--- src/rtl/bkpt_pkg.sv ---
package bkpt_pkg;

    localparam int DW     = 32;
    localparam int LINK_W = 4;

    // control register bits kept on write
    localparam logic [DW-1:0] CTL_KEEP = 32'h1F7F_0001;

    typedef enum logic [2:0] {
        MODE_ADDR     = 3'b000,
        MODE_ADDR_LNK = 3'b001,
        MODE_CTX      = 3'b010,
        MODE_CTX_LNK  = 3'b011,
        MODE_MISS     = 3'b100,
        MODE_MISS_LNK = 3'b101,
        MODE_RSV6     = 3'b110,
        MODE_RSV7     = 3'b111
    } bp_mode_e;

    typedef struct packed {
        logic [4:0]        mask_cnt;
        bp_mode_e          mode;
        logic [LINK_W-1:0] link;
        logic              en;
    } bp_ctl_t;

    function automatic logic [DW-1:0] ctl_pack(input bp_ctl_t c);
        logic [DW-1:0] w;
        w        = '0;
        w[28:24] = c.mask_cnt;
        w[22:20] = c.mode;
        w[19:16] = c.link;
        w[0]     = c.en;
        return w;
    endfunction

    function automatic bp_ctl_t ctl_unpack(input logic [DW-1:0] w);
        bp_ctl_t c;
        c.mask_cnt = w[28:24];
        c.mode     = bp_mode_e'(w[22:20]);
        c.link     = w[19:16];
        c.en       = w[0];
        return c;
    endfunction

endpackage

--- src/rtl/bkpt_regfile.sv ---
module bkpt_regfile
    import bkpt_pkg::*;
#(
    parameter  int NUM_PAIRS = 4,
    localparam int IDX_W     = $clog2(NUM_PAIRS)
) (
    input  logic                           clk,
    input  logic                           rst_n,
    input  logic                           cfg_we,
    input  logic [IDX_W-1:0]               cfg_idx,
    input  logic                           cfg_sel,
    input  logic [DW-1:0]                  cfg_wdata,
    output logic [DW-1:0]                  cfg_rdata,
    output logic [NUM_PAIRS-1:0][DW-1:0]   val_o,
    output bp_ctl_t [NUM_PAIRS-1:0]        ctl_o
);

    for (genvar g = 0; g < NUM_PAIRS; g++) begin : g_pair
        logic [DW-1:0] val_q;
        bp_ctl_t       ctl_q;
        logic          hit_idx;

        assign hit_idx = (cfg_idx == IDX_W'(g));

        always_ff @(posedge clk) begin
            if (!rst_n) begin
                val_q <= '0;
                ctl_q <= '0;
            end else if (cfg_we && hit_idx) begin
                if (cfg_sel) ctl_q <= ctl_unpack(cfg_wdata);
                else         val_q <= cfg_wdata;
            end
        end

        assign val_o[g] = val_q;
        assign ctl_o[g] = ctl_q;
    end

    always_comb begin
        cfg_rdata = '0;
        for (int i = 0; i < NUM_PAIRS; i++) begin
            if (cfg_idx == IDX_W'(i))
                cfg_rdata = cfg_sel ? ctl_pack(ctl_o[i]) : val_o[i];
        end
    end

endmodule

--- src/rtl/bkpt_pair_cmp.sv ---
module bkpt_pair_cmp
    import bkpt_pkg::*;
(
    input  logic [DW-1:0]     val,
    input  bp_ctl_t           ctl,
    input  logic [DW-1:0]     iaddr,
    input  logic [DW-1:0]     ctx_id,
    output logic              hit_direct,
    output logic              hit_linked,
    output logic              qual,
    output logic [LINK_W-1:0] link_tgt
);

    logic [DW-1:0] ign_bits;
    logic          cnt_ok;
    logic          live;
    logic          addr_eq;
    logic          ctx_eq;

    assign ign_bits = (ctl.mask_cnt == 5'd0) ? '0
                    : ((DW'(1) << ctl.mask_cnt) - DW'(1));
    assign cnt_ok   = (ctl.mask_cnt != 5'd1) && (ctl.mask_cnt != 5'd2);
    assign live     = ctl.en && cnt_ok;
    assign addr_eq  = ((iaddr ^ val) & ~ign_bits) == '0;
    assign ctx_eq   = (ctx_id == val);
    assign link_tgt = ctl.link;

    always_comb begin
        hit_direct = 1'b0;
        hit_linked = 1'b0;
        qual       = 1'b0;
        unique case (ctl.mode)
            MODE_ADDR:     hit_direct = live && addr_eq;
            MODE_ADDR_LNK: hit_linked = live && addr_eq;
            MODE_CTX:      hit_direct = live && ctx_eq;
            MODE_CTX_LNK:  qual       = live && ctx_eq;
            MODE_MISS:     hit_direct = live && !addr_eq;
            MODE_MISS_LNK: hit_linked = live && !addr_eq;
            MODE_RSV6, MODE_RSV7: ;
        endcase
    end

endmodule

--- src/rtl/bkpt_link_merge.sv ---
module bkpt_link_merge
    import bkpt_pkg::*;
#(
    parameter int NUM_PAIRS = 4
) (
    input  logic                               clk,
    input  logic                               rst_n,
    input  logic                               iaddr_vld,
    input  logic [NUM_PAIRS-1:0]               hit_direct,
    input  logic [NUM_PAIRS-1:0]               hit_linked,
    input  logic [NUM_PAIRS-1:0]               qual,
    input  logic [NUM_PAIRS-1:0][LINK_W-1:0]   link_tgt,
    output logic                               dbg_event
);

    logic [NUM_PAIRS-1:0] tgt_ok;
    logic [NUM_PAIRS-1:0] fire;

    always_comb begin
        for (int i = 0; i < NUM_PAIRS; i++) begin
            tgt_ok[i] = 1'b0;
            for (int j = 0; j < NUM_PAIRS; j++) begin
                if (j != i && link_tgt[i] == LINK_W'(j))
                    tgt_ok[i] = qual[j];
            end
            fire[i] = hit_direct[i] || (hit_linked[i] && tgt_ok[i]);
        end
    end

    always_ff @(posedge clk) begin
        if (!rst_n) dbg_event <= 1'b0;
        else        dbg_event <= iaddr_vld && (|fire);
    end

endmodule

--- src/rtl/bkpt_bank.sv ---
module bkpt_bank
    import bkpt_pkg::*;
#(
    parameter  int NUM_PAIRS = 4,
    localparam int IDX_W     = $clog2(NUM_PAIRS)
) (
    input  logic             clk,
    input  logic             rst_n,
    input  logic             cfg_we,
    input  logic [IDX_W-1:0] cfg_idx,
    input  logic             cfg_sel,
    input  logic [31:0]      cfg_wdata,
    output logic [31:0]      cfg_rdata,
    input  logic [31:0]      iaddr,
    input  logic             iaddr_vld,
    input  logic [31:0]      ctx_id,
    output logic             dbg_event
);

    logic [NUM_PAIRS-1:0][DW-1:0]     pair_val;
    bp_ctl_t [NUM_PAIRS-1:0]          pair_ctl;
    logic [NUM_PAIRS-1:0]             pair_en;
    logic [NUM_PAIRS-1:0]             hit_direct;
    logic [NUM_PAIRS-1:0]             hit_linked;
    logic [NUM_PAIRS-1:0]             qual;
    logic [NUM_PAIRS-1:0][LINK_W-1:0] link_tgt;

    bkpt_regfile #(.NUM_PAIRS(NUM_PAIRS)) regs_i (
        .clk       (clk),
        .rst_n     (rst_n),
        .cfg_we    (cfg_we),
        .cfg_idx   (cfg_idx),
        .cfg_sel   (cfg_sel),
        .cfg_wdata (cfg_wdata),
        .cfg_rdata (cfg_rdata),
        .val_o     (pair_val),
        .ctl_o     (pair_ctl)
    );

    for (genvar g = 0; g < NUM_PAIRS; g++) begin : g_cmp
        assign pair_en[g] = pair_ctl[g].en;
        bkpt_pair_cmp cmp_i (
            .val        (pair_val[g]),
            .ctl        (pair_ctl[g]),
            .iaddr      (iaddr),
            .ctx_id     (ctx_id),
            .hit_direct (hit_direct[g]),
            .hit_linked (hit_linked[g]),
            .qual       (qual[g]),
            .link_tgt   (link_tgt[g])
        );
    end

    bkpt_link_merge #(.NUM_PAIRS(NUM_PAIRS)) merge_i (
        .clk        (clk),
        .rst_n      (rst_n),
        .iaddr_vld  (iaddr_vld),
        .hit_direct (hit_direct),
        .hit_linked (hit_linked),
        .qual       (qual),
        .link_tgt   (link_tgt),
        .dbg_event  (dbg_event)
    );

endmodule

--- config.mk ---
export PLATFORM = sky130hd
export DESIGN_NAME = bkpt_bank
export DESIGN_NICKNAME = d
export VERILOG_FILES = /design/src/rtl/bkpt_pkg.sv /design/src/rtl/bkpt_regfile.sv /design/src/rtl/bkpt_pair_cmp.sv /design/src/rtl/bkpt_link_merge.sv /design/src/rtl/bkpt_bank.sv
export SDC_FILE = /design/constraint.sdc
export NUM_CORES = 1
export LEC_CHECK = 0
export BUFFER_PORTS_ARGS = -buffer_cell sky130_fd_sc_hd__buf_2
export CELL_PAD_IN_SITES_DETAIL_PLACEMENT = 1
export CELL_PAD_IN_SITES_GLOBAL_PLACEMENT = 2
export CORE_MARGIN = 5
export CORE_UTILIZATION = 33
export CTS_BUF_LIST = sky130_fd_sc_hd__clkbuf_16
export CTS_CLUSTER_SIZE = 14
export DETAILED_ROUTE_END_ITERATION = 12
export GPL_TIMING_DRIVEN = 0
export PLACE_DENSITY = 0.78
export SYNTH_ARGS = -nofsm -noshare
export SYNTH_HDL_FRONTEND = slang
export SYNTH_SLANG_ARGS = --single-unit
export TNS_END_PERCENT = 5
--- constraint.sdc ---
create_clock -name clk -period 3.4 [get_ports clk]
set_input_delay 0.51 -clock clk [delete_from_list [all_inputs] [get_ports clk]]
set_output_delay 0.51 -clock clk [all_outputs]
set_load 0.005 [all_outputs]
# Yosys cells after proc, flatten, opt, wreduce, memory -nomap -nowiden
# Index checks and enable logic that the tools add are counted.
# word_totals
in_bits	103
register_bits	181
out_inout_bits	33
wordCells	184
# classes
mux	36
add_sub_neg	4
bitwise	13
shift	4
eq_ne	44
n_reduce_logical	62
# op_table
operator	count
32-bit two-way mux	12
32-bit bitwise AND	4
32-bit equality test	4
32-bit zero test	4
32-bit NOT	4
1-bit by 5-bit << shifter with 32-bit output, first input constant	4
32-bit by 1-bit subtractor with 32-bit output, second input constant	4
32-bit bitwise XOR	4
1-bit logical AND	29
3-bit by 2-bit equality test with 1-bit output, second input constant	8
3-bit equality test, second input constant	8
4-bit by 2-bit equality test with 1-bit output, second input constant	6
5-bit zero test	4
5-bit by 1-bit != test with 1-bit output, second input constant	4
5-bit by 2-bit != test with 1-bit output, second input constant	4
1-bit two-way mux	16
2-bit AND reduction	8
3-bit by 1-bit equality test with 1-bit output, second input constant	4
4-bit by 1-bit equality test with 1-bit output, second input constant	3
3-bit zero test	4
4-bit zero test	3
1-bit one-hot mux with 3 select lines	4
1-bit one-hot mux with 2 select lines	4
2-bit equality test, second input constant	2
other kinds (6)	12

# Longest topological paths before layout
# depth
ltp_word	13
mapped_depth	16
depth_no_buf	13

# Modules after synthesis
# Synthesis repeated with hierarchy kept, for this count alone.
# unflattened
cells_unflattened	1847
hier_area_um2	15294.7
# by_module_without_submodules
module	seq_area_each_um2	instances	cells_per_inst	area_each_um2
bkpt_regfile	3603.5	1	903	8431.8
bkpt_pair_cmp at g_cmp[2].cmp_i ...	0.0	2	235	1740.4
bkpt_pair_cmp at g_cmp[0].cmp_i ...	0.0	2	225	1607.8
bkpt_link_merge	20.0	1	24	166.4

# Worst setup path before layout
# No wires, ideal clock.
# synth_path
path_kind	register -> register
startpoint	register regs_i.g_pair[3].ctl_q (netlist bit regs_i.ctl_o[49])
endpoint	register merge_i.dbg_event
arrival_ns	3.206
path_slack_ns	0.068
path_stages_with_launch	14
path_buffers	1
setup_time_ns	0.126
path_cell_list	dfxtp_1 -> buf_6 -> or3_1 -> or3_1 -> ha_1 -> nor4b_1 -> nor2b_1 -> a2111oi_0 -> a211oi_2 -> or4b_1 -> o31a_1 -> o21ai_1 -> o2bb2ai_1 -> a31oi_1
# synth_via
elab_chain_len	13
word_cells_on_any_way	31
# synth_rtl
item	line	source
start: declaration	bkpt_regfile.sv:20	bp_ctl_t ctl_q;
start signal: assignment	bkpt_regfile.sv:30	if (cfg_sel) ctl_q <= ctl_unpack(cfg_wdata);
1-bit by 5-bit << shifter with 32-bit output	bkpt_pair_cmp.sv:21	: ((DW'(1) << ctl.mask_cnt) - DW'(1));
32-bit by 1-bit subtractor with 32-bit output	bkpt_pair_cmp.sv:21	
32-bit two-way mux	bkpt_pair_cmp.sv:20	assign ign_bits = (ctl.mask_cnt == 5'd0) ? '0
32-bit NOT	bkpt_pair_cmp.sv:24	assign addr_eq = ((iaddr ^ val) & ~ign_bits) == '0;
32-bit bitwise AND	bkpt_pair_cmp.sv:24	
32-bit zero test	bkpt_pair_cmp.sv:24	
1-bit zero test	bkpt_pair_cmp.sv:37, bkpt_pair_cmp.sv:38	
1-bit logical AND	bkpt_pair_cmp.sv:37, bkpt_pair_cmp.sv:38	
1-bit one-hot mux with 2 select lines	bkpt_pair_cmp.sv:32	unique case (ctl.mode)
1-bit logical AND	bkpt_link_merge.sv:26	fire[i] = hit_direct[i] || (hit_linked[i] && tgt_ok[i]);
1-bit logical OR	bkpt_link_merge.sv:26	
4-bit OR reduction *	bkpt_link_merge.sv:32	else dbg_event <= iaddr_vld && (|fire);
1-bit logical AND *	bkpt_link_merge.sv:32	
end signal: assignment	bkpt_link_merge.sv:32	
end: declaration	bkpt_link_merge.sv:13	output logic dbg_event
# Mark *: on every way between the ends. The rest lies on a longest branch, timed or not.
# A chain may end at the register's enable or synchronous reset.

# Final worst setup path
# layout_path
startpoint	register regs_i.g_pair[0].ctl_q (netlist bit regs_i.ctl_o[11])
endpoint	register merge_i.dbg_event
# layout_via
elab_chain_len	13
word_cells_on_any_way	37
# layout_rtl
item	line
start: declaration	bkpt_regfile.sv:20
start signal: assignment	bkpt_regfile.sv:30
1-bit by 5-bit << shifter with 32-bit output	bkpt_pair_cmp.sv:21
32-bit by 1-bit subtractor with 32-bit output	bkpt_pair_cmp.sv:21
32-bit two-way mux	bkpt_pair_cmp.sv:20
32-bit NOT	bkpt_pair_cmp.sv:24
32-bit bitwise AND	bkpt_pair_cmp.sv:24
32-bit zero test	bkpt_pair_cmp.sv:24
1-bit zero test	bkpt_pair_cmp.sv:37, bkpt_pair_cmp.sv:38
1-bit logical AND	bkpt_pair_cmp.sv:37, bkpt_pair_cmp.sv:38
1-bit one-hot mux with 2 select lines	bkpt_pair_cmp.sv:32
1-bit logical AND	bkpt_link_merge.sv:26
1-bit logical OR	bkpt_link_merge.sv:26
4-bit OR reduction *	bkpt_link_merge.sv:32
1-bit logical AND *	bkpt_link_merge.sv:32
# Marks and branches as above.

==> run_results.csv <==
group,metric,value,unit
status,status,"finished, violations left",
status,violations,"negative setup slack",
critical_path,cp_common_cell,"buf_4",
critical_path,slowest_stage,"or4b_4",
place,hpwl,65100,µm
cts,root_buffer,"clkbuf_16",
cts,clock_sinks,181,
critical_path,max_stage_delay,0.52,ns
die,start_util,33.1,%
drt,route.detailed.drc,0,
timing,fin_ws,-0.316,ns
logic_synthesis,synthAdderAreaFrac,0.353,%
logic_synthesis,ys.flop_type,"dfxtp_1",
cts,htree_num_levels,4,
global_route,antenna_found_initial,3,
critical_path,cp-start-kind,"flip-flop",
power_and_ir_drop,p_per_area,337,mW/mm²
drt,drtPass1Iterations,5,
logic_synthesis,syn_nets,1915,
global_route,grt-ovfl-total,0,
critical_path,path_class,"reg2reg",
die,fp.dieW,217,µm
timing,min_period,3.72,ns
finish,regArea,0.00363,mm²
timing,rsz0062_at_grt,"true",
logic_synthesis,postSynthAreaPerCell,7.83,µm²
timing,worstMarginPinSlew,1.20,ns
finish,fin_cells,2475,
cts,cts_tree,"done",
power_and_ir_drop,ir_worst_vdd,0.000289,V
power_and_ir_drop,leakagePower,0.00555,µW
timing,fin_crit_sh,109,%
logic_synthesis,synth_warnings,0,
finish,drive_gt1_share,16.1,%
cts,clk_latency,0.49,ns
hold_path,hold_class,"in2reg",
global_route,grtUsageTotal,33.6,%
timing,max_freq,269,MHz
critical_path,cp_max_fo,10,
timing,holdWs,0.295,ns
timing,slew_viol_final,0,
finish,multi_input_area,0.0100,mm²
critical_path,cp.arrival,4.06,ns
place,dp_cells,2437,
global_route,grt_pass1_vias,15067,
finish,antenna-diode-count,0,
critical_path,crit_required,3.75,ns
timing,setup_violations,1,
cts,cts_buffers,17,
run,cap_violations,0,
die,die_y,217,µm
drt,ant_nets,0,
place,place.gp.congestion,1.03,
drt,drt_iter0_drc,1911,
logic_synthesis,synthSimpleGateAreaFrac,22.2,%
die,dieArea,0.0472,mm²
finish,nets,2023,
timing,hold_violations,0,
place,io_buffers,83,
drt,wl_per_cell,32.7,µm
drt,viasPerCell,6.13,
logic_synthesis,synth.area.mux_share,8.57,%
timing,fin_worst_skew,0.0142,ns
finish,n_fill_cell,5167,
finish,areaGrowthSynthToFinish,14.6,%
die,ioPinCount,136,
critical_path,r2r_slack,-0.32,ns
die,core_area,0.0428,mm²
logic_synthesis,syn-cell-area,0.0142,mm²
critical_path,end_kind,"flip-flop",
cts,clk_pin_slew,0.08,ns
logic_synthesis,synth_xor_area_share,16.3,%
logic_synthesis,netlist_instances,1808,
logic_synthesis,synth_compound_area_share,21.1,%
timing,slew_headroom,19.1,%
logic_synthesis,synth-seq-cells,181,
logic_synthesis,synth_cell_types,80,
die,rows,76,
logic_synthesis,synth_top_family_by_area,"simple AND/OR/NAND/NOR gates",
cts,clk_path_buf_depth,2,
drt,vias,15181,
critical_path,crit_path_cell_trace,"buf_2 > buf_4 > nor3_4 > nand3_2 > ha_2 > or4b_4 > o22ai_2 > nor3_1 > nor4_1 > nand4_1 > buf_4 > mux2_2 > o211ai_1 > a311oi_2 > a31oi_2",
logic_synthesis,async_reset_ff_share,0,%
drt,totalWireLength,80900,µm
global_route,grt_max_degree,18,
cts,cts_hold_buf,0,
logic_synthesis,synth-edff-count,0,
logic_synthesis,synth_seq_area_share,25.6,%
global_route,grt_pass1_wl,113000,µm
-- cells by family after synthesis --
kind of cell | Yosys count
buffers and inverters | 194
XOR/XNOR | 264
adder cells (fa/ha/maj) | 4
multiplexers | 63
AO/OA/AOI/OAI | 428
AND/OR/NAND/NOR | 674
flip-flops | 181
-- metrics by stage --
stage	setup TNS (ns)	util (%)	setup slack [ns]	total power, µW	instance area, µm²
2_1_floorplan	0	-	0.0681	2890	14200
3_3_place_gp	-15.56	35.7	-1.20	3420	15300
3_5_place_dp	-16.46	35.7	-1.17	3420	15300
4_1_cts	-0.238	37.7	-0.238	5430	16100
5_1_grt	-0.406	37.9	-0.406	5590	16200
6_report	-0.316	37.9	-0.316	5470	16200
-- cell usage after synthesis (10+ instances only) --
library cell,n,area share (%)
a211oi_1,11,0.58
a21boi_0,181,9.6
a21oi_1,68,2.4
a221oi_1,10,0.62
a31oi_1,11,0.49
buf_1,22,0.58
buf_2,29,1.0
buf_4,14,0.74
clkbuf_1,104,2.8
dfxtp_1,181,26
inv_1,19,0.50
mux2_2,16,1.3
mux4_2,45,7.2
nand2_1,419,11
nand2b_1,11,0.49
nand3_1,25,0.88
nand4_1,43,1.9
nor2_1,39,1.0
nor2b_1,28,1.2
nor3_1,21,0.74
nor4_1,26,1.1
o211ai_1,10,0.53
o21ai_0,37,1.3
o21ai_1,11,0.39
o22ai_1,14,0.62
xnor2_1,159,9.8
xor2_1,105,6.5
-- what timing repair did --
action / CTS / global route
resized for setup: 71 / 40
setup endpoints to repair: 33 / 11
hold endpoints to repair: 0 / 0
buffers inserted: 6 / 1
pin swaps: 20 / 14
-- state kept, by name, indices dropped and copies added, names as in the netlist --
signal	cells
merge_i.dbg_event	1
regs_i.g_pair.val_q	128
regs_i.ctl_o	52
-- cell usage in the layout (no fill, tap or decap), types with 27 or more instances in the layout --
master	synthesis	layout
clkbuf_1	104	90
a21oi_1	68	66
xnor2_1	159	159
a21boi_0	181	181
mux4_2	45	45
nand2_1	419	417
xor2_1	105	105
nor2b_1	28	27
o21ai_0	37	35
nor2_1	39	35
buf_4	14	27
buf_2	29	104
dfxtp_1	181	176
nand4_1	43	43
-- per-layer routing --
layer	GRT usage [%]	share of wire, %
met5	0	0.032
met4	16.7	5.7
met3	6.02	8.4
met2	51.4	44
met1	45.6	42
-- worst paths after layout --
check                   startpoint                   endpoint  depth (start not counted)
setup / recovery  regs_i.ctl_o[11]          merge_i.dbg_event                         15
hold / removal        cfg_wdata[8]  regs_i.g_pair[0].val_q[8]                          3
setup reg to reg  regs_i.ctl_o[11]          merge_i.dbg_event                         15
hold reg to reg   regs_i.ctl_o[17]           regs_i.ctl_o[17]                          2
-- layout make-up --
type	count	share of cell area, %
clock buffers	17	2.62
clock inverters	15	0.763
multi-input cells	1433	61.6
repair buffers	90	2.91
inverters	20	0.462
well taps	546	4.21
plain buffers	173	5.06
flip-flops and latches	181	22.4
-- worst max-delay path, delay by kind of cell, from the launching register on --
family	cells	cell delay, ns
and+or+nand+nor	6	1.29
AOI/OAI and AO/OA	4	0.93
buffers and inverters	3	0.58
DFF	1	0.32
muxes	1	0.23
adders and majority gates	1	0.21
-- power breakdown --
| group | switching [µW] | internal (µW) |
|---|---|---|
| registers | 82.5 | 2160 |
| logic | 817 | 403 |
| clock network | 1050 | 954 |
Power figures use the tool's default switching activity.
